===== src/rtl/pci_intx_router_pkg.sv =====
package pci_intx_router_pkg;

  typedef enum logic {
    EV_DEASSERT = 1'b0,
    EV_ASSERT   = 1'b1
  } intx_ev_e;

  localparam int PIN_BYTE_W = 8;
  localparam int SLOT_STRIDE_SHIFT = 2;
  localparam int BUS_STRIDE_SHIFT = 4;

endpackage


===== src/rtl/intx_index_calc.sv =====
module intx_index_calc
  import pci_intx_router_pkg::*;
#(
  parameter int SLOT_W = 5,
  parameter int BUS_W  = 2,
  parameter int IDX_W  = 6
) (
  input  logic [SLOT_W-1:0]     slot_i,
  input  logic [BUS_W-1:0]      bus_i,
  input  logic [PIN_BYTE_W-1:0] pin_i,
  output logic [IDX_W-1:0]      idx_o,
  output logic                  pin_present_o
);

  localparam int SUM_W = SLOT_W + BUS_W + BUS_STRIDE_SHIFT + 2;

  logic [SUM_W-1:0] slot_term;
  logic [SUM_W-1:0] bus_term;
  logic [SUM_W-1:0] intx_term;
  logic [SUM_W-1:0] sum;
  logic [1:0]       intx_sel;

  always_comb begin
    intx_sel      = pin_i[1:0] - 2'd1;
    slot_term     = (SUM_W'(slot_i) + SUM_W'(1)) << SLOT_STRIDE_SHIFT;
    bus_term      = SUM_W'(bus_i) << BUS_STRIDE_SHIFT;
    intx_term     = SUM_W'(intx_sel);
    sum           = slot_term + bus_term + intx_term;
    idx_o         = sum[IDX_W-1:0];
    pin_present_o = (pin_i != '0);
  end

endmodule


===== src/rtl/intx_src_entry.sv =====
module intx_src_entry #(
  parameter int IDX_W = 6
) (
  input  logic             clk,
  input  logic             rst_n,
  input  logic             upd_en_i,
  input  logic             upd_level_i,
  input  logic [IDX_W-1:0] upd_idx_i,
  output logic             active_o,
  output logic [IDX_W-1:0] idx_o
);

  logic             active_d, active_q;
  logic [IDX_W-1:0] idx_d, idx_q;
  logic             idx_en;

  always_comb begin
    active_d = active_q;
    idx_d    = idx_q;
    idx_en   = upd_en_i && upd_level_i;
    if (upd_en_i) begin
      active_d = upd_level_i;
    end
    if (idx_en) begin
      idx_d = upd_idx_i;
    end
  end

  always_ff @(posedge clk or negedge rst_n) begin
    if (!rst_n) begin
      active_q <= 1'b0;
    end else if (upd_en_i) begin
      active_q <= active_d;
    end
  end

  always_ff @(posedge clk or negedge rst_n) begin
    if (!rst_n) begin
      idx_q <= '0;
    end else if (idx_en) begin
      idx_q <= idx_d;
    end
  end

  assign active_o = active_q;
  assign idx_o    = idx_q;

endmodule


===== src/rtl/intx_vec_merge.sv =====
module intx_vec_merge #(
  parameter int NUM_SRC = 8,
  parameter int IDX_W   = 6,
  parameter int VEC_W   = 64
) (
  input  logic [NUM_SRC-1:0]       active_i,
  input  logic [NUM_SRC*IDX_W-1:0] idx_i,
  output logic [VEC_W-1:0]         vec_o
);

  logic [VEC_W-1:0] contrib [NUM_SRC];

  for (genvar g = 0; g < NUM_SRC; g++) begin : g_contrib
    always_comb begin
      contrib[g] = '0;
      if (active_i[g]) begin
        contrib[g] = VEC_W'(1) << idx_i[g*IDX_W +: IDX_W];
      end
    end
  end

  always_comb begin
    vec_o = '0;
    for (int s = 0; s < NUM_SRC; s++) begin
      vec_o = vec_o | contrib[s];
    end
  end

endmodule


===== src/rtl/pci_intx_router.sv =====
module pci_intx_router
  import pci_intx_router_pkg::*;
#(
  parameter int NUM_SRC = 8,
  parameter int SRC_W   = (NUM_SRC > 1) ? $clog2(NUM_SRC) : 1,
  parameter int SLOT_W  = 5,
  parameter int BUS_W   = 2,
  parameter int VEC_W   = 64
) (
  input  logic              clk,
  input  logic              rst_n,
  input  logic              ev_valid,
  input  logic [SRC_W-1:0]  ev_src,
  input  logic              ev_assert,
  input  logic [SLOT_W-1:0] ev_slot,
  input  logic [BUS_W-1:0]  ev_bus,
  input  logic [7:0]        ev_pin,
  output logic [VEC_W-1:0]  irq_vec,
  output logic              ev_handled
);

  localparam int IDX_W = $clog2(VEC_W);

  logic [IDX_W-1:0]         route_idx;
  logic                     pin_present;
  logic                     routed;
  logic [NUM_SRC-1:0]       src_active;
  logic [NUM_SRC*IDX_W-1:0] src_idx;
  logic                     handled_d, handled_q;

  intx_index_calc #(
    .SLOT_W (SLOT_W),
    .BUS_W  (BUS_W),
    .IDX_W  (IDX_W)
  ) u_calc (
    .slot_i        (ev_slot),
    .bus_i         (ev_bus),
    .pin_i         (ev_pin),
    .idx_o         (route_idx),
    .pin_present_o (pin_present)
  );

  assign routed = ev_valid && pin_present;

  for (genvar g = 0; g < NUM_SRC; g++) begin : g_src
    logic sel;
    assign sel = routed && (ev_src == SRC_W'(g));

    intx_src_entry #(
      .IDX_W (IDX_W)
    ) u_entry (
      .clk         (clk),
      .rst_n       (rst_n),
      .upd_en_i    (sel),
      .upd_level_i (ev_assert == EV_ASSERT),
      .upd_idx_i   (route_idx),
      .active_o    (src_active[g]),
      .idx_o       (src_idx[g*IDX_W +: IDX_W])
    );
  end

  intx_vec_merge #(
    .NUM_SRC (NUM_SRC),
    .IDX_W   (IDX_W),
    .VEC_W   (VEC_W)
  ) u_merge (
    .active_i (src_active),
    .idx_i    (src_idx),
    .vec_o    (irq_vec)
  );

  always_comb begin
    handled_d = routed;
  end

  always_ff @(posedge clk or negedge rst_n) begin
    if (!rst_n) begin
      handled_q <= 1'b0;
    end else begin
      handled_q <= handled_d;
    end
  end

  assign ev_handled = handled_q;

endmodule


===== config.mk =====
export PLATFORM = sky130hd
export DESIGN_NAME = pci_intx_router
export DESIGN_NICKNAME = d
export VERILOG_FILES = /design/src/rtl/pci_intx_router_pkg.sv /design/src/rtl/intx_index_calc.sv /design/src/rtl/intx_src_entry.sv /design/src/rtl/intx_vec_merge.sv /design/src/rtl/pci_intx_router.sv
export SDC_FILE = /design/constraint.sdc
export NUM_CORES = 1
export LEC_CHECK = 0
export BUFFER_PORTS_ARGS = -buffer_cell sky130_fd_sc_hd__buf_2
export CORE_UTILIZATION = 40
export CTS_BUF_LIST = sky130_fd_sc_hd__clkbuf_16
export DETAILED_ROUTE_END_ITERATION = 6
export PLACE_DENSITY = 0.69
export REMOVE_ABC_BUFFERS = 1
export SETUP_SLACK_MARGIN = 0.02
export SLEW_MARGIN = 20
export SYNTH_ARGS = -nofsm -noshare
export SYNTH_HDL_FRONTEND = slang
export SYNTH_HIERARCHICAL = 1
export SYNTH_SLANG_ARGS = --single-unit

===== constraint.sdc =====
create_clock -name clk -period 5.6 [get_ports clk]
set_input_delay 1.68 -clock clk [delete_from_list [all_inputs] [get_ports clk]]
set_output_delay 1.68 -clock clk [all_outputs]
set_load 0.02 [all_outputs]

==> reports/qor.csv, run 1 <==
stage,metric,value,unit
sta,final worst path period share,81.6,%
final_layout,fin nets,913,
power_and_ir_drop,P per Cell Area,381,nW/µm²
clocking,CTS Buf Count,9,
clocking,clock sink total,57,
worst_hold_path,hold_sp,g_src[6].u_entry/active_o,
logic_synthesis,Syn Std Cell Area,6820,µm²
logic_synthesis,"Avg Cell Area, Syn",7.91,µm²
final_layout,Post-Layout Cell Count,1113,
sta,Worst-Margin Slew,1080,ps
power_and_ir_drop,combinational power share,45.6,%
logic_synthesis,fraction of synthesized area in multiplexers,7.93,%
logic_synthesis,Yosys top cell by area,dfrtp_1,
final_layout,"commonest non-fill, non-tap cell in the layout",o22ai_1,
floorplan,Die ar.,17600,µm²
power_and_ir_drop,Leakage Power,2.74,nW
power_and_ir_drop,worst vdd ir,0.293,mV
setup_path,FF-to-FF path depth,1,
logic_synthesis,Post-Synthesis Cells,862,
clocking,worst-skew pair later-pin latency,310,ps
logic_synthesis,Synth Area in Simple Gates,37.8,%
setup_path,Worst EP arrival,2890,ps
final_layout,share of layout cells above drive strength 1,18.3,%
placement,DP Cell Count,1097,
power_and_ir_drop,Design Power,0.00284,W
grt,antenna violations before repair,0,
placement,PortBufs,85,
sta,Max Clock Skew,0,ps
setup_path,Setup crit start kind,register,
power_and_ir_drop,Int Pwr,0.00131,W
final_layout,Layout area overhead,9.36,%
power_and_ir_drop,net load switching power,0.00153,W
logic_synthesis,top-area cell type share of the netlist area,20.9,%
detailed_routing,via count,8834,
grt,All-Layer GR Usage,36.9,%
detailed_routing,drt via density,7.94,
detailed_routing,post-DR wirelength/cell,30.0,µm
placement,DP HPWL,23.8,mm
detailed_routing,DRC,0,
sta,Final Max Tran Viols,0,
clocking,Hold Buf Count CTS,0,
detailed_routing,Routed Antenna Nets,0,
logic_synthesis,synthesized flop and latch total,57,
power_and_ir_drop,Sequential Power Share,36.9,%
logic_synthesis,sequential-to-total area share from yosys stat,20.9,%
grt,largest net degree at the start of global routing,58,
setup_path,Reg2Reg Setup Slack,4360,ps
detailed_routing,Pre-antenna DRT Iters,6,
power_and_ir_drop,Net Sw Frac,53.8,%
clocking,Root Buffer,clkbuf_16,
final_layout,utilization after layout,44.8,%
final_layout,most frequent cells in the layout,"o22ai_1 (153), buf_2 (85), nor2_1 (78), dfrtp_1 (57), nand2_1 (52)",
sta,RSZ-0062 raised after global routing,false,
clocking,CTS H-Tree Depth,3,
logic_synthesis,Main synth FF type,dfrtp_1,
logic_synthesis,Synth Area in Compound Gates,26.1,%
clocking,Post-CTS Resized,0,
setup_path,Worst R2R End,g_src[1].u_entry/idx_o[3],
logic_synthesis,Post-Synth Adder-Cell Area,0.550,%
floorplan,Die Span Y,133,µm
grt,global-route wire length before repair,49.1,mm
worst_hold_path,Hold Crit Depth,2,
clocking,Clock Tree Buf Depth,2,
setup_path,critical path type,register to output pin,
clocking,CTS tree,built,
logic_synthesis,main combinational cell family by area after synthesis,simple AND/OR/NAND/NOR gates,
clocking,Worst-path clk slew,50,ps
clocking,"Setup Fix Bufs, Post-CTS",0,
sta,Final setup viols,0,
floorplan,row count,47,
floorplan,Die X,133,µm
setup_path,endpoint class of the critical path,output pin,
setup_path,Worst Path Required,3920,ps
sta,Final Hold Viols,0,
grt,GRT Residual Overflow,0,
sta,setup tns final,0,ps
logic_synthesis,number of synthesized flops with an enable pin,0,
floorplan,Top Ports,87,
logic_synthesis,ys async rst share,100,%
placement,Final GP Congestion,1.06,
power_and_ir_drop,Clk pwr share,17.5,%
final_layout,final instance area,7460,µm²
worst_hold_path,hold crit path type,register to register,
sta,Tmin final,4570,ps
logic_synthesis,xor and xnor area share after synthesis,0.587,%
worst_hold_path,Hold EP,g_src[6].u_entry/active_o,
placement,"Cell Area, Placed",7180,µm²
setup_path,Max Fanout on Critical Path,15,
setup_path,Reg-to-Reg Start,g_src[1].u_entry/idx_o[3],
logic_synthesis,Synth area leaders,"dfrtp_1 (21%), o22ai_1 (14%), mux2_2 (7.9%)",
final_layout,diode count,0,
grt,vias in the first global route,8034,
detailed_routing,final wirelength,33.4,mm
sta,f_max,219,MHz
detailed_routing,1st-iter DRT viols,1932,
outcome,outcome,finished clean,
logic_synthesis,YS warnings,6,
run,maxcap violations,0,
logic_synthesis,Yosys cell types,63,
floorplan,core area,16600,µm²
floorplan,Initial Util,41.0,%
sta,Slew headroom,26.8,%
[registers in the layout, indices dropped and copies added (netlist names)]
name / cells
ev_handled: 1
g_src.u_entry/active_o: 8
g_src.u_entry/idx_o: 48
[how the worst max path moves through the flow]
stage | from | endpoint | slack [ps]
global route | g_src[7].u_entry/idx_o[4] | irq_vec[33] | 1100
global placement | g_src[7].u_entry/idx_o[4] | irq_vec[33] | 1570
detailed placement | g_src[7].u_entry/idx_o[4] | irq_vec[33] | 1560
CTS | g_src[7].u_entry/idx_o[4] | irq_vec[33] | 1220
floorplan | g_src[7].u_entry/idx_o[0] | irq_vec[34] | 2240
finish | g_src[7].u_entry/idx_o[4] | irq_vec[41] | 1030
[metrics by stage]
step,hold slack (ps),worst slack [ps]
floorplan,563,2240
global placement,631,1570
detailed placement,648,1560
CTS,655,1220
global route,713,1100
finish,663,1030
[kinds of logic (layout without fill, tap and decap cells)]
| family | count (synthesis) | in the layout |
|---|---|---|
| flops | 57 | 57 |
| compound gates | 266 | 266 |
| buf+inv | 87 | 118 |
| fa+ha+maj | 3 | 3 |
| xor+xnor | 3 | 3 |
| simple gates | 398 | 398 |
| mux | 48 | 48 |
[Yosys cell counts (3+ instances only)]
cell / count
a211oi_1: 17
or3b_1: 9
nor2b_1: 3
nand2b_1: 10
a21oi_1: 22
or3b_2: 3
and2_1: 3
buf_6: 4
inv_1: 16
nor3b_1: 7
ha_1: 3
nand4bb_1: 21
nor3_1: 14
nand4_1: 10
nor4_1: 10
o2111ai_1: 7
and3_1: 5
buf_2: 40
nand3b_1: 27
or4bb_1: 9
a32o_1: 5
nor2_1: 78
o2bb2ai_1: 6
nand4b_1: 24
mux2_2: 48
nand2_1: 52
clkbuf_1: 23
or4_1: 22
nand2_2: 8
dfrtp_1: 57
o22a_1: 6
and3b_1: 5
o211ai_1: 8
nand3_1: 37
o22ai_1: 153
a211o_1: 3
a221oi_1: 10
a22oi_1: 7
or4b_1: 25
o21ai_0: 12
[layer usage]
metal  up-vias  GRT usage (%)  share of wire (%)
met4         0           23.3                8.5
li1       3556              -                  -
met1      4027           48.1                 37
met3       279           10.2                 14
met5         -              0                  0
met2       972           53.7                 40
[worst max-delay path: stages (launching register included)]
cell and delay [ps]:
dfrtp_1 560, nand3b_1 500, nor3b_1 970, a21oi_1 220, nand3_1 150, buf_2 170
[power groups by stage]
stage	Combinational [W]	Sequential (W)	Clock, W
global placement	0.00123	0.000990	0
CTS	0.00123	0.000999	0.000508
finish	0.00129	0.00105	0.000498
detailed placement	0.00122	0.00101	0
floorplan	0.000838	0.000768	0
global route	0.00132	0.00105	0.000531
[cell type report]
| class | instances | area (µm²) |
|---|---|---|
| Clock buffer | 9 | 225 |
| Clock inverter | 7 | 53.8 |
| Fill cell | 1694 | 9180 |
| Inverter | 16 | 60.1 |
| Multi-Input combinational cell | 718 | 4980 |
| Sequential cell | 57 | 1430 |
| Tap cell | 220 | 275 |
| Timing Repair Buffer | 86 | 433 |
Power figures use the tool's default switching activity.
==> run 2: changes to the inputs <==
--- a/config.mk
+++ b/config.mk
@@ -9,7 +9,7 @@
 export CORE_UTILIZATION = 40
 export CTS_BUF_LIST = sky130_fd_sc_hd__clkbuf_16
 export DETAILED_ROUTE_END_ITERATION = 6
-export PLACE_DENSITY = 0.69
+export PLACE_DENSITY = 0.71
 export REMOVE_ABC_BUFFERS = 1
 export SETUP_SLACK_MARGIN = 0.02
 export SLEW_MARGIN = 20
==> constraint.sdc (replaced) <==
create_clock -name clk -period 3.87 [get_ports clk]
set_input_delay 1.161 -clock clk [delete_from_list [all_inputs] [get_ports clk]]
set_output_delay 1.161 -clock clk [all_outputs]
set_load 0.02 [all_outputs]
==> reports/qor.csv, run 2 (synthesis gave the netlist of run 1 again) <==
stage,metric,value,unit,change
outcome,outcome,"complete, but fails checks",,
outcome,failing checks,DRC,,
grt,global-route wire length before repair,49.4,mm,+0.70%
final_layout,fin nets,925,,+1.3%
sta,f_max,275,MHz,
setup_path,endpoint class of the critical path,output pin,,
setup_path,Reg-to-Reg Start,g_src[4].u_entry/idx_o[2],,
setup_path,CP Depth,5,,unchanged
placement,DP HPWL,23.3,mm,-1.9%
floorplan,Top Ports,87,,unchanged
clocking,Hold Buf Count CTS,0,,unchanged
final_layout,most frequent cells in the layout,"o22ai_1 (153), buf_2 (85), nor2_1 (78), dfrtp_1 (57), nand2_1 (52)",,
grt,All-Layer GR Usage,36.8,%,-0.074 points
detailed_routing,DRC,46,,+46
setup_path,Worst EP arrival,2480,ps,-410 ps
sta,setup tns final,0,ps,unchanged
floorplan,Die ar.,17600,µm²,unchanged
setup_path,Setup crit start kind,register,,
power_and_ir_drop,Design Power,0.00408,W,+44%
setup_path,critical path's largest stage delay,790,ps,-180 ps
grt,largest net degree at the start of global routing,45,,-22%
clocking,"Setup Fix Bufs, Post-CTS",0,,unchanged
final_layout,Layout area overhead,10.2,%,
setup_path,Max Fanout on Critical Path,17,,+2
clocking,Worst-path clk slew,50,ps,about the same
detailed_routing,Pre-antenna DRT Iters,7,,+1
setup_path,FF-to-FF path depth,2,,+1
clocking,CTS tree,built,,
floorplan,Die X,133,µm,unchanged
detailed_routing,Routed Antenna Nets,0,,unchanged
floorplan,row count,47,,unchanged
detailed_routing,drt via density,7.85,,-1.1%
sta,fin worst setup slack,230,ps,-799 ps
power_and_ir_drop,worst vdd ir,0.413,mV,+41%
detailed_routing,final wirelength,32.9,mm,-1.5%
worst_hold_path,Hold EP,g_src[6].u_entry/active_o,,
clocking,CTS H-Tree Depth,3,,unchanged
clocking,clock sink total,57,,unchanged
power_and_ir_drop,P per Cell Area,542,nW/µm²,+42%
clocking,Root Buffer,clkbuf_16,,
setup_path,Worst Path Buf+Inv,1,,unchanged
grt,vias in the first global route,8262,,+2.8%
detailed_routing,1st-iter DRT viols,2209,,+14%
final_layout,share of layout cells above drive strength 1,19.4,%,+1.1 points
setup_path,Top delay family on crit path,flip-flops,,
sta,RSZ-0062 raised after global routing,false,,
sta,Final Hold Viols,0,,unchanged
detailed_routing,post-DR wirelength/cell,29.3,µm,-2.5%
placement,PortBufs,85,,unchanged
sta,Slew headroom,37.6,%,+11 points
setup_path,Worst R2R End,g_src[4].u_entry/idx_o[2],,
setup_path,Crit-path slowest cell,dfrtp_1,,
floorplan,Initial Util,41.0,%,unchanged
sta,Final Max Tran Viols,0,,unchanged
grt,GRT Residual Overflow,0,,unchanged
floorplan,Die Span Y,133,µm,unchanged
worst_hold_path,Hold Crit Depth,2,,unchanged
setup_path,Worst Path Required,2710,ps,-1210 ps
clocking,Clock Tree Buf Depth,2,,unchanged
final_layout,filler instances,1682,,-0.71%
sta,Final setup viols,0,,unchanged
floorplan,core area,16600,µm²,unchanged
run,maxcap violations,0,,unchanged
sta,worst hold margin,682,ps,+19.5 ps
worst_hold_path,hold crit path type,register to register,,
clocking,worst-skew pair later-pin latency,320,ps,about the same
sta,final worst path period share,94.1,%,
placement,Setup WS pre-CTS,621,ps,-941 ps
sta,Worst-Margin Slew,936,ps,-148 ps
final_layout,number of flip-flops in the largest register,48,,unchanged
detailed_routing,via count,8821,,-0.15%
setup_path,crit path cell chain,"or4b_1, o22ai_1, a211oi_1, o211ai_1, buf_2",,
power_and_ir_drop,Leakage Power,2.78,nW,+1.5%
sta,Tmin final,3640,ps,
setup_path,critical path type,register to output pin,,
final_layout,diode count,0,,unchanged
sta,Max Clock Skew,0,ps,unchanged
clocking,Post-CTS Resized,0,,unchanged
clocking,CTS Buf Count,9,,unchanged
worst_hold_path,hold_sp,g_src[6].u_entry/active_o,,
final_layout,"commonest non-fill, non-tap cell in the layout",o22ai_1,,
grt,antenna violations before repair,0,,unchanged
setup_path,Reg2Reg Setup Slack,2690,ps,-1670 ps
final_layout,utilization after layout,45.2,%,+0.35 points
placement,Final GP Congestion,1.12,,+5.1%
## run 2: changes by cell type in the layout (fill, tap and decap cells not counted), sizes merged
cell,before,now
bufinv,1,0
buf,86,98
inv,18,16
clkinv,4,6
## run 2: cell type report
cell class / instances / area, µm² / area share [%]
clock inverter: 6 / 26.3 / 0.350
tap: 220 / 275 / 3.66
timing repair buffer: 98 / 523 / 6.96
inverter: 16 / 60.1 / 0.799
multi-input combinational: 718 / 4980 / 66.3
clock buffer: 9 / 225 / 3.00
sequential: 57 / 1430 / 19.0
## run 2: worst max-delay path by stage
stage,startpoint,to
CTS,g_src[7].u_entry/idx_o[0],irq_vec[34]
detailed placement,g_src[7].u_entry/idx_o[0],irq_vec[34]
floorplan,g_src[7].u_entry/idx_o[0],irq_vec[34]
global placement,g_src[7].u_entry/idx_o[0],irq_vec[34]
global route,g_src[1].u_entry/idx_o[2],irq_vec[38]
finish,g_src[1].u_entry/idx_o[4],irq_vec[17]
## run 2: power breakdown
part / internal, W / switching (W) / total (W)
clock network: 0.000416 / 0.000242 / 0.000657
registers: 0.000745 / 0.000726 / 0.00147
logic: 0.000703 / 0.00125 / 0.00195
total: 0.00186 / 0.00221 / 0.00408
## run 2: through the flow
step	instances	cell area, µm²
after floorplan	791	6470
after detailed placement	1109	7260
after global routing	1124	7520
after global placement	1109	7260
after CTS	1124	7520
final	1124	7520
## run 2: metal layers
metal	up-vias	routed length (µm)	share of wire (%)	global-route usage [%]
met1	3916	11700	35	46.6
li1	3579	-	-	-
met5	-	0	0	0
met2	1023	13100	40	54.1
met4	0	2780	8.4	21.8
met3	303	5360	16	12.5
## run 2: worst reg2reg max path, cell delays in order (launching register included)
cell and delay [ps]:
dfrtp_1 540, buf_4 270, mux2_2 270
==> run 3: changes to the inputs <==
--- a/config.mk
+++ b/config.mk
@@ -10,7 +10,6 @@
 export CTS_BUF_LIST = sky130_fd_sc_hd__clkbuf_16
 export DETAILED_ROUTE_END_ITERATION = 6
 export PLACE_DENSITY = 0.71
-export REMOVE_ABC_BUFFERS = 1
 export SETUP_SLACK_MARGIN = 0.02
 export SLEW_MARGIN = 20
 export SYNTH_ARGS = -nofsm -noshare
==> reports/qor.csv, run 3 (synthesis gave the netlist of run 1 again) <==
stage,metric,value,unit,change
final_layout,number of flip-flops in the largest register,48,,unchanged
power_and_ir_drop,Design Power,0.00419,W,+2.8%
placement,Setup WS pre-CTS,626,ps,+4.62 ps
sta,Slew headroom,31.9,%,-5.8 points
final_layout,diode count,0,,unchanged
clocking,CTS tree,built,,
sta,final worst path period share,96.0,%,+2.0 points
floorplan,Initial Util,41.0,%,unchanged
worst_hold_path,Hold Crit Depth,2,,unchanged
setup_path,Worst R2R End,g_src[6].u_entry/idx_o[4],,
grt,GRT Residual Overflow,0,,unchanged
clocking,Root Buffer,clkbuf_16,,
logic_synthesis,net count after synthesis,887,,
detailed_routing,DRT met1 WL,13.9,mm,+19%
grt,antenna violations before repair,0,,unchanged
placement,DP HPWL,26.5,mm,+14%
clocking,CTS Buf Count,9,,unchanged
worst_hold_path,Hold EP,g_src[0].u_entry/active_o,,
clocking,Post-CTS Resized,0,,unchanged
detailed_routing,DR WL met3,4.83,mm,-10%
clocking,Hold Buf Count CTS,0,,unchanged
detailed_routing,DRC,10,,-78%
placement,Final GP Congestion,1.05,,-6.0%
floorplan,Die ar.,17600,µm²,unchanged
clocking,Clock Tree Buf Depth,2,,unchanged
setup_path,Crit-path slowest cell,dfrtp_1,,
detailed_routing,1st-iter DRT viols,1747,,-21%
final_layout,"commonest non-fill, non-tap cell in the layout",o22ai_1,,
detailed_routing,WL met2,15.4,mm,+17%
detailed_routing,drt via density,7.83,,-0.25%
power_and_ir_drop,P per Cell Area,554,nW/µm²,+2.1%
detailed_routing,via count,8854,,+0.37%
setup_path,endpoint class of the critical path,output pin,,
floorplan,row count,47,,unchanged
detailed_routing,Routed Antenna Nets,0,,unchanged
outcome,outcome,"complete, but fails checks",,
setup_path,Max Fanout on Critical Path,11,,-6
setup_path,critical path type,register to output pin,,
final_layout,most frequent cells in the layout,"o22ai_1 (153), buf_2 (85), nor2_1 (78), dfrtp_1 (57), nand2_1 (52)",,
worst_hold_path,hold crit path type,register to register,,
setup_path,critical path's largest stage delay,660,ps,-130 ps
sta,RSZ-0062 raised after global routing,false,,
setup_path,Top delay family on crit path,simple AND/OR/NAND/NOR gates,,
clocking,"Setup Fix Bufs, Post-CTS",0,,unchanged
sta,worst hold margin,671,ps,-11.3 ps
sta,setup tns final,0,ps,unchanged
setup_path,FF-to-FF path depth,1,,-1
sta,Final Hold Viols,0,,unchanged
setup_path,crit path cell chain,"nand3b_1, nor3b_1, a211oi_1, o211ai_1, buf_2",,
grt,All-Layer GR Usage,40.9,%,+4.1 points
floorplan,Die Span Y,133,µm,unchanged
power_and_ir_drop,Leakage Power,2.83,nW,+1.7%
setup_path,Reg-to-Reg Start,g_src[6].u_entry/idx_o[4],,
grt,vias in the first global route,8377,,+1.4%
run,maxcap violations,0,,unchanged
setup_path,Setup crit start kind,register,,
sta,Max Clock Skew,0,ps,unchanged
clocking,CTS H-Tree Depth,3,,unchanged
worst_hold_path,hold_sp,g_src[0].u_entry/active_o,,
placement,PortBufs,85,,unchanged
sta,Final Max Tran Viols,0,,unchanged
grt,largest net degree at the start of global routing,44,,-2.2%
floorplan,Die X,133,µm,unchanged
setup_path,Worst EP arrival,2550,ps,+70 ps
power_and_ir_drop,worst vdd ir,0.518,mV,+25%
clocking,Worst-path clk slew,50,ps,about the same
setup_path,Reg2Reg Setup Slack,2590,ps,-100 ps
sta,f_max,269,MHz,-2.0%
grt,global-route wire length before repair,53.6,mm,+8.5%
sta,Worst-Margin Slew,1020,ps,+82.7 ps
floorplan,Top Ports,87,,unchanged
setup_path,Worst Path Buf+Inv,1,,unchanged
sta,Tmin final,3720,ps,+76.1 ps
floorplan,core area,16600,µm²,unchanged
outcome,failing checks,DRC,,
clocking,worst-skew pair later-pin latency,320,ps,about the same
detailed_routing,final wirelength,36.6,mm,+11%
final_layout,fin nets,933,,+0.86%
sta,fin worst setup slack,154,ps,-76.1 ps
detailed_routing,post-DR wirelength/cell,32.4,µm,+11%
clocking,clock sink total,57,,unchanged
setup_path,Worst Path Required,2710,ps,about the same
detailed_routing,Pre-antenna DRT Iters,7,,unchanged
detailed_routing,top routing layer used,met4,,
final_layout,share of layout cells above drive strength 1,19.9,%,+0.51 points
sta,Final setup viols,0,,unchanged
final_layout,Layout area overhead,11.0,%,
==> run 3: worst max-delay path by stage <==
| stage | startpoint | to | slack (ps) | cells past startpoint |
|---|---|---|---|---|
| 2_1_floorplan | g_src[7].u_entry/active_o | irq_vec[34] | 1060 | 5 |
| 3_3_place_gp | g_src[5].u_entry/idx_o[5] | irq_vec[49] | 630 | 5 |
| 3_5_place_dp | g_src[7].u_entry/idx_o[5] | irq_vec[33] | 630 | 5 |
| 4_1_cts | g_src[7].u_entry/idx_o[5] | irq_vec[33] | 260 | 5 |
| 5_1_grt | g_src[7].u_entry/idx_o[5] | irq_vec[33] | 140 | 5 |
| 6_report | g_src[7].u_entry/idx_o[5] | irq_vec[33] | 150 | 5 |
==> run 3: cell type report <==
| class | instances | area [µm²] |
|---|---|---|
| sequential | 57 | 1430 |
| tap | 220 | 275 |
| inverter | 16 | 60.1 |
| timing repair buffer | 106 | 583 |
| clock buffer | 9 | 225 |
| multi-input combinational | 718 | 4980 |
| clock inverter | 5 | 20.0 |
| fill | 1694 | 9070 |
==> run 3: power by group <==
part	internal [W]	switching [W]	total [W]
Combinational	0.000719	0.00130	0.00202
Clock	0.000411	0.000232	0.000643
Sequential	0.000743	0.000788	0.00153
==> run 3: metrics by stage <==
stage	instances	util, %	area, µm²
2_1_floorplan	862	-	6820
3_3_place_gp	1117	44.0	7320
3_5_place_dp	1117	44.0	7320
4_1_cts	1131	45.5	7570
5_1_grt	1131	45.5	7570
6_report	1131	45.5	7570
==> run 3: metal layers <==
layer / vias up / GRT usage [%]
met3: 221 / 9.20
met4: 0 / 25.2
li1: 3602 / -
met1: 4112 / 52.7
met2: 919 / 62.2
met5: - / 0
